### src/rtl/dma_walk_pkg.sv
package dma_walk_pkg;
  localparam int WORD_W = 32;

  typedef enum logic [2:0] {
    W_IDLE, W_DREQ, W_DWAIT, W_CHECK, W_RREQ, W_RWAIT, W_OUT, W_FINISH
  } walk_state_e;

  localparam logic [2:0] REG_MODE      = 3'd0;
  localparam logic [2:0] REG_SRC_ADDR  = 3'd1;
  localparam logic [2:0] REG_SRC_SIZE  = 3'd2;
  localparam logic [2:0] REG_DESC_PTR  = 3'd3;
  localparam logic [2:0] REG_IRQ_STAT  = 3'd4;
  localparam logic [2:0] REG_IRQ_EN    = 3'd5;
  localparam logic [2:0] REG_IRQ_UNMSK = 3'd6;

  localparam int MODE_RUN_BIT  = 31;
  localparam int MODE_LIST_BIT = 25;
  localparam int MODE_ATTR_LO  = 28;
  localparam int FLAG_LAST_BIT = 31;

  localparam int ST_DONE     = 0;
  localparam int ST_DESC_ERR = 3;
  localparam int ST_RD_ERR   = 4;

  // Byte count rounded up to whole 32-bit words.
  function automatic logic [WORD_W-1:0] bytes_to_words(input logic [WORD_W-1:0] nbytes);
    return (nbytes >> 2) + {{(WORD_W-1){1'b0}}, |nbytes[1:0]};
  endfunction

  // Byte address of word idx inside a descriptor.
  function automatic logic [WORD_W-1:0] desc_word_addr(input logic [WORD_W-1:0] base,
                                                       input logic [1:0] idx);
    return base + {{(WORD_W-4){1'b0}}, idx, 2'b00};
  endfunction
endpackage

### src/rtl/dma_walk_regs.sv
module dma_walk_regs
  import dma_walk_pkg::*;
#(
  parameter int STAT_W = 9
) (
  input  logic              clk,
  input  logic              rst_n,
  input  logic              cfg_we,
  input  logic [2:0]        cfg_addr,
  input  logic [WORD_W-1:0] cfg_wdata,
  input  logic              busy,
  input  logic              evt_done,
  input  logic              evt_desc_err,
  input  logic              evt_rd_err,
  output logic              start,
  output logic              list_sel,
  output logic [WORD_W-1:0] src_addr,
  output logic [WORD_W-1:0] src_size,
  output logic [WORD_W-1:0] desc_ptr,
  output logic [2:0]        attr,
  output logic [STAT_W-1:0] stat,
  output logic [STAT_W-1:0] irq_en,
  output logic              irq_unmask,
  output logic              irq
);
  logic [WORD_W-1:0] mode_q;
  logic [STAT_W-1:0] stat_clr, stat_set;
  logic              mode_wr;

  assign mode_wr  = cfg_we && (cfg_addr == REG_MODE) && !busy;
  assign start    = mode_wr && cfg_wdata[MODE_RUN_BIT];
  assign list_sel = cfg_wdata[MODE_LIST_BIT];
  assign attr     = mode_q[MODE_ATTR_LO +: 3];

  always_comb begin
    stat_clr = '0;
    if (cfg_we && cfg_addr == REG_IRQ_STAT) stat_clr = cfg_wdata[STAT_W-1:0];
    stat_set = '0;
    stat_set[ST_DONE]     = evt_done;
    stat_set[ST_DESC_ERR] = evt_desc_err;
    stat_set[ST_RD_ERR]   = evt_rd_err;
  end

  always_ff @(posedge clk or negedge rst_n) begin
    if (!rst_n) begin
      mode_q     <= '0;
      src_addr   <= '0;
      src_size   <= '0;
      desc_ptr   <= '0;
      stat       <= '0;
      irq_en     <= '0;
      irq_unmask <= 1'b0;
    end else begin
      if (mode_wr) mode_q <= cfg_wdata;
      if (cfg_we && cfg_addr == REG_SRC_ADDR)  src_addr   <= cfg_wdata;
      if (cfg_we && cfg_addr == REG_SRC_SIZE)  src_size   <= cfg_wdata;
      if (cfg_we && cfg_addr == REG_DESC_PTR)  desc_ptr   <= cfg_wdata;
      if (cfg_we && cfg_addr == REG_IRQ_EN)    irq_en     <= cfg_wdata[STAT_W-1:0];
      if (cfg_we && cfg_addr == REG_IRQ_UNMSK) irq_unmask <= cfg_wdata[0];
      stat <= (stat & ~stat_clr) | stat_set;
    end
  end

  assign irq = (|(stat & irq_en)) && irq_unmask;
endmodule

### src/rtl/dma_walk_engine.sv
module dma_walk_engine
  import dma_walk_pkg::*;
(
  input  logic              clk,
  input  logic              rst_n,
  input  logic              start,
  input  logic              list_sel,
  input  logic [WORD_W-1:0] src_addr,
  input  logic [WORD_W-1:0] src_size,
  input  logic [WORD_W-1:0] desc_ptr,
  output logic              mem_req_valid,
  input  logic              mem_req_ready,
  output logic [WORD_W-1:0] mem_req_addr,
  input  logic              mem_rsp_valid,
  input  logic [WORD_W-1:0] mem_rsp_data,
  input  logic              mem_rsp_err,
  output logic              out_valid,
  input  logic              out_ready,
  output logic [WORD_W-1:0] out_data,
  output logic              out_last,
  output logic              busy,
  output logic              evt_done,
  output logic              evt_desc_err,
  output logic              evt_rd_err
);
  walk_state_e       state;
  logic [WORD_W-1:0] cur_desc, d_addr, d_len, d_next;
  logic [WORD_W-1:0] cur_addr, words_left, data_q;
  logic [1:0]        didx;
  logic              is_last;

  always_ff @(posedge clk or negedge rst_n) begin
    if (!rst_n) begin
      state      <= W_IDLE;
      cur_desc   <= '0;
      d_addr     <= '0;
      d_len      <= '0;
      d_next     <= '0;
      cur_addr   <= '0;
      words_left <= '0;
      data_q     <= '0;
      didx       <= '0;
      is_last    <= 1'b0;
    end else begin
      unique case (state)
        W_IDLE: if (start) begin
          if (list_sel) begin
            cur_desc <= desc_ptr;
            didx     <= '0;
            state    <= W_DREQ;
          end else begin
            cur_addr   <= src_addr;
            words_left <= bytes_to_words(src_size);
            is_last    <= 1'b1;
            state      <= W_CHECK;
          end
        end
        W_DREQ: if (mem_req_ready) state <= W_DWAIT;
        W_DWAIT: if (mem_rsp_valid) begin
          if (mem_rsp_err) state <= W_IDLE;
          else begin
            unique case (didx)
              2'd0: d_addr <= mem_rsp_data;
              2'd1: d_len  <= mem_rsp_data;
              2'd2: d_next <= mem_rsp_data;
              default: begin
                cur_addr   <= d_addr;
                words_left <= bytes_to_words(d_len);
                is_last    <= mem_rsp_data[FLAG_LAST_BIT];
              end
            endcase
            didx  <= didx + 2'd1;
            state <= (didx == 2'd3) ? W_CHECK : W_DREQ;
          end
        end
        W_CHECK: begin
          if (words_left != '0) state <= W_RREQ;
          else if (is_last) state <= W_FINISH;
          else begin
            cur_desc <= d_next;
            didx     <= '0;
            state    <= W_DREQ;
          end
        end
        W_RREQ: if (mem_req_ready) state <= W_RWAIT;
        W_RWAIT: if (mem_rsp_valid) begin
          if (mem_rsp_err) state <= W_IDLE;
          else begin
            data_q <= mem_rsp_data;
            state  <= W_OUT;
          end
        end
        W_OUT: if (out_ready) begin
          words_left <= words_left - 1'b1;
          cur_addr   <= cur_addr + 32'd4;
          if (words_left != 32'd1) state <= W_RREQ;
          else if (is_last) state <= W_FINISH;
          else begin
            cur_desc <= d_next;
            didx     <= '0;
            state    <= W_DREQ;
          end
        end
        default: state <= W_IDLE;
      endcase
    end
  end

  assign mem_req_valid = (state == W_DREQ) || (state == W_RREQ);
  assign mem_req_addr  = (state == W_DREQ) ? desc_word_addr(cur_desc, didx) : cur_addr;
  assign out_valid     = (state == W_OUT);
  assign out_data      = data_q;
  assign out_last      = out_valid && is_last && (words_left == 32'd1);
  assign busy          = (state != W_IDLE);
  assign evt_done      = (state == W_FINISH);
  assign evt_desc_err  = (state == W_DWAIT) && mem_rsp_valid && mem_rsp_err;
  assign evt_rd_err    = (state == W_RWAIT) && mem_rsp_valid && mem_rsp_err;
endmodule

### src/rtl/dma_src_walker.sv
module dma_src_walker
  import dma_walk_pkg::*;
#(
  parameter int STAT_W = 9
) (
  input  logic              clk,
  input  logic              rst_n,
  input  logic              cfg_we,
  input  logic [2:0]        cfg_addr,
  input  logic [31:0]       cfg_wdata,
  output logic              mem_req_valid,
  input  logic              mem_req_ready,
  output logic [31:0]       mem_req_addr,
  output logic [2:0]        mem_req_attr,
  input  logic              mem_rsp_valid,
  input  logic [31:0]       mem_rsp_data,
  input  logic              mem_rsp_err,
  output logic              out_valid,
  input  logic              out_ready,
  output logic [31:0]       out_data,
  output logic              out_last,
  output logic              busy,
  output logic [STAT_W-1:0] irq_status,
  output logic              irq
);
  logic              start_w, list_w;
  logic              evt_done_w, evt_desc_err_w, evt_rd_err_w;
  logic [WORD_W-1:0] src_addr_w, src_size_w, desc_ptr_w;
  logic [STAT_W-1:0] irq_en_w;
  logic              irq_unmask_w;

  dma_walk_regs #(.STAT_W(STAT_W)) u_regs (
    .clk(clk), .rst_n(rst_n),
    .cfg_we(cfg_we), .cfg_addr(cfg_addr), .cfg_wdata(cfg_wdata),
    .busy(busy),
    .evt_done(evt_done_w), .evt_desc_err(evt_desc_err_w), .evt_rd_err(evt_rd_err_w),
    .start(start_w), .list_sel(list_w),
    .src_addr(src_addr_w), .src_size(src_size_w), .desc_ptr(desc_ptr_w),
    .attr(mem_req_attr), .stat(irq_status),
    .irq_en(irq_en_w), .irq_unmask(irq_unmask_w), .irq(irq)
  );

  dma_walk_engine u_engine (
    .clk(clk), .rst_n(rst_n),
    .start(start_w), .list_sel(list_w),
    .src_addr(src_addr_w), .src_size(src_size_w), .desc_ptr(desc_ptr_w),
    .mem_req_valid(mem_req_valid), .mem_req_ready(mem_req_ready), .mem_req_addr(mem_req_addr),
    .mem_rsp_valid(mem_rsp_valid), .mem_rsp_data(mem_rsp_data), .mem_rsp_err(mem_rsp_err),
    .out_valid(out_valid), .out_ready(out_ready), .out_data(out_data), .out_last(out_last),
    .busy(busy),
    .evt_done(evt_done_w), .evt_desc_err(evt_desc_err_w), .evt_rd_err(evt_rd_err_w)
  );
endmodule

### config.mk
export PLATFORM = sky130hd
export DESIGN_NAME = dma_src_walker
export DESIGN_NICKNAME = d
export VERILOG_FILES = /design/src/rtl/dma_walk_pkg.sv /design/src/rtl/dma_walk_regs.sv /design/src/rtl/dma_walk_engine.sv /design/src/rtl/dma_src_walker.sv
export SDC_FILE = /design/constraint.sdc
export NUM_CORES = 1
export LEC_CHECK = 0
export BUFFER_PORTS_ARGS = -buffer_cell sky130_fd_sc_hd__buf_2
export CAP_MARGIN = 20
export CELL_PAD_IN_SITES_DETAIL_PLACEMENT = 0
export CELL_PAD_IN_SITES_GLOBAL_PLACEMENT = 2
export CORE_UTILIZATION = 36
export DETAILED_ROUTE_END_ITERATION = 7
export PLACE_DENSITY = 0.8
export SYNTH_ARGS = -nofsm -noshare
export SYNTH_HDL_FRONTEND = slang
export SYNTH_SLANG_ARGS = --single-unit
export TNS_END_PERCENT = 5
### constraint.sdc
create_clock -name clk -period 2.5 [get_ports clk]
set_clock_uncertainty 0.1 [all_clocks]
set_input_delay 0.25 -clock clk [delete_from_list [all_inputs] [get_ports clk]]
set_output_delay 0.25 -clock clk [all_outputs]
set_load 0.01 [all_outputs]
==> run_results.csv <==
group,metric,value,unit
clocking,numCtsBuffers,40,
worst_setup_path,r2r.worst_path.cells,8,
synth,synth_edf_count,0,
worst_setup_path,crit_required,2150,ps
cells_and_area,post_route_cells_drive_above_1_share,0.3754,
clocking,cts_tree,"yes",
synth,synthTopCellsByArea,"dfrtp_1 (49%), mux2_2 (18%), o21ai_0 (3.2%)",
sta,rsz0062_at_grt,"yes",
synth,yosysMostFrequentCell,"dfrtp_1",
floorplan,fp.dieW,224.6,um
synth,async_reset_ff_frac,1.000,
synth,synth_top_area_frac,0.4883,
route,final_antenna_net_count,0,
clocking,path_clk_slew,60,ps
route,routed_wl,60250,um
sta,hold_viol,0,
synth,synth-seq-cells,348,
placed_design,post-place-cells,2551,
clocking,clock-sinks,348,
sta,maxSlewViolCount,0,
floorplan,rows,81,
worst_setup_path,reg2reg_to,"u_engine.cur_desc[18]$_DFFE_PN0P_",
global_route,grt_pass1_vias,14840,
sta,hold_ws,45.17,ps
synth,yosysTopAreaCell,"dfrtp_1",
synth,ys_seq_area_frac,0.4883,
route,first_iter_violations,989,
route,drt_pass1_iterations,5,
clocking,clk_latency,560,ps
worst_setup_path,critPathKind,"flip-flop to output pin",
sta,setup-violations-final,24,
worst_hold_path,hp-class,"input port to flip-flop",
worst_hold_path,holdCritStartpoint,"cfg_we",
worst_setup_path,crit_path_end_kind,"output pin",
power_and_ir_drop,irDropWorstVdd,0.7223,mV
floorplan,start_util,0.3643,
global_route,grt_pass1_wl,92170,um
synth,synthesis.instances,1651,
placed_design,globalplace.congestion,0.8871,
worst_setup_path,crit_arrival,2560,ps
global_route,antenna_found_initial,1,
synth,ys_types,75,
clocking,h-tree-depth,2,
cells_and_area,nFillCells,4532,
clocking,cts_root_buf,"clkbuf_16",
worst_setup_path,reg2reg_from,"u_engine.words_left[13]$_DFFE_PN0P_",
cells_and_area,final_nets,2088,
outcome,status,"complete, but fails checks",
route,vias_per_cell,5.449,
cells_and_area,instances_no_fill,2691,
sta,max_slew_margin,0.5768,
worst_hold_path,hold_path_end,"u_regs.irq_unmask$_DFFE_PN0P_",
outcome,violations,"setup timing",
worst_hold_path,hold_depth,5,
sta,fmax,344.0,MHz
placed_design,dp_hpwl,42380,um
floorplan,die_y,224.6,um
clocking,cts_buffer_depth,3,
worst_setup_path,cp-start-kind,"flip-flop",
sta,fin_ws,-406.7,ps
global_route,grt_max_degree,88,
global_route,grt_use_total,0.2424,
synth,syn-num-nets,1739,
synth,syn-cell-area,17830,sq um
cells_and_area,final_util,0.4685,
route,drc_errors,0,
floorplan,die-area,50430,sq um
placed_design,port_buffers,154,
route,wire_per_inst,22.39,um
floorplan,core,48950,sq um
run,maxCapViolCount,0,
cells_and_area,antenna-diode-count,0,
sta,worst_pin_slew,634.8,ps
global_route,grt_overflow,0,
synth,yosysWarnings,0,
power_and_ir_drop,leakage,10.03,nW
sta,post-route-min-period,2907,ps
synth,synth_common_cells,"dfrtp_1 (348), mux2_2 (288), o21ai_0 (113), nand2_1 (112), nor2_1 (112)",
cells_and_area,syn_to_final_growth,28.61,%
power_and_ir_drop,powerDensity,1080,nW/um^2
synth,synth_ff_type,"dfrtp_1",
sta,period_share,1.163,
floorplan,ios,155,
route,vias,14660,
synth,syn_area_per_cell,10.80,sq um
worst_setup_path,critical_path.max_fanout,2,
worst_setup_path,rrSetupSlack,10,ps
sequential cells by signal, summed over array words and instances (netlist names), 32 cells and up:
register and count:
u_engine.cur_addr 32, u_engine.cur_desc 32, u_engine.d_addr 32, u_engine.d_len 32, u_engine.d_next 32, u_engine.out_data 32
u_engine.words_left 32, u_regs.desc_ptr 32, u_regs.src_addr 32, u_regs.src_size 32
power breakdown:
| group | switching [W] | total (W) | internal [W] |
|---|---|---|---|
| registers | 0.00158 | 0.00924 | 0.00766 |
| clock network | 0.00241 | 0.00596 | 0.00355 |
| logic | 0.00499 | 0.00958 | 0.00458 |
cell type report:
| type | count | area (sq um) | area share |
|---|---|---|---|
| multi-input cells | 1186 | 8994 | 0.3921 |
| clock inverters | 12 | 143.9 | 0.006274 |
| repair buffers | 397 | 2992 | 0.1304 |
| clock buffers | 57 | 1166 | 0.05084 |
| well taps | 664 | 830.8 | 0.03622 |
| flip-flops and latches | 348 | 8708 | 0.3797 |
| inverters | 27 | 101.3 | 0.004419 |
logic make-up (layout without fill, tap and decap cells):
logic type / after synthesis / after routing / share of synthesized area
buffers and inverters: 117 / 493 / 0.02687
AO/OA/AOI/OAI: 328 / 328 / 0.1099
adder cells (fa/ha/maj): 14 / 14 / 0.01024
XOR/XNOR: 83 / 83 / 0.04076
multiplexers: 306 / 306 / 0.1925
flip-flops: 348 / 348 / 0.4883
AND/OR/NAND/NOR: 455 / 455 / 0.1314
metal layers:
| layer | vias to the layer above | part of all wire | global-route usage |
|---|---|---|---|
| met4 | 0 | 0.025 | 0.07790 |
| met5 | - | 0 | 0 |
| met1 | 7502 | 0.45 | 0.3369 |
| met3 | 70 | 0.044 | 0.02391 |
| li1 | 6716 | - | - |
| met2 | 374 | 0.48 | 0.3971 |
stage by stage:
step	setup WS [ps]	total power [W]	TNS, ps	area (sq um)
6_report	-406.7	0.02478	-6304	22940
3_5_place_dp	-149.7	0.01845	-4160	20620
2_1_floorplan	24.12	0.01447	0	17860
5_1_grt	-514.9	0.02620	-11510	22940
3_3_place_gp	-73.15	0.01825	-1676	20620
4_1_cts	-449.5	0.02477	-7415	22810
how the worst max path moves through the flow:
stage          cells after the start                                start  slack, ps                                  end
2_1_floorplan                      9       u_regs.src_size[1]$_DFFE_PN0P_         20  u_engine.words_left[30]$_DFFE_PN0P_
3_3_place_gp                       8  u_engine.words_left[12]$_DFFE_PN0P_        -70    u_engine.cur_desc[16]$_DFFE_PN0P_
3_5_place_dp                       8  u_engine.words_left[13]$_DFFE_PN0P_       -150    u_engine.cur_desc[18]$_DFFE_PN0P_
4_1_cts                           10     u_engine.cur_desc[3]$_DFFE_PN0P_       -450                     mem_req_addr[31]
5_1_grt                           10         u_engine.didx[1]$_DFFE_PN0P_       -510                     mem_req_addr[31]
6_report                          10     u_engine.cur_desc[3]$_DFFE_PN0P_       -410                     mem_req_addr[31]
worst max-delay path: stages, from the launching register on:
cell     delay [ps]
dfrtp_1         390
ha_1            290
a21oi_2          60
nor3_2          180
buf_4           160
and3_4          200
nand4_1         130
xor2_2          190
a21oi_2         140
buf_6           130
buf_6           100
layout by cell type (no fill, tap or decap), drive strengths merged, types with 13 or more instances in the layout:
master,instances
a21oi,102
a31oi,16
and3,28
buf,329
clkbuf,57
dfrtp,348
dlygate4sd3,68
ha,13
inv,28
mux2,296
nand2,112
nand3,56
nand4,31
nor2,112
nor3,37
nor4,26
o21ai,114
xnor2,42
xor2,41
repair_timing:
action / CTS / global route
buffers inserted: 2 / 1
resized for setup: 49 / 31
setup endpoints to repair: 66 / 101
endpoints found under the hold margin: 525 / 0
pin swaps: 33 / 10
hold buffers: 68 / 0
No activity file was read; power rests on OpenSTA's default activity.
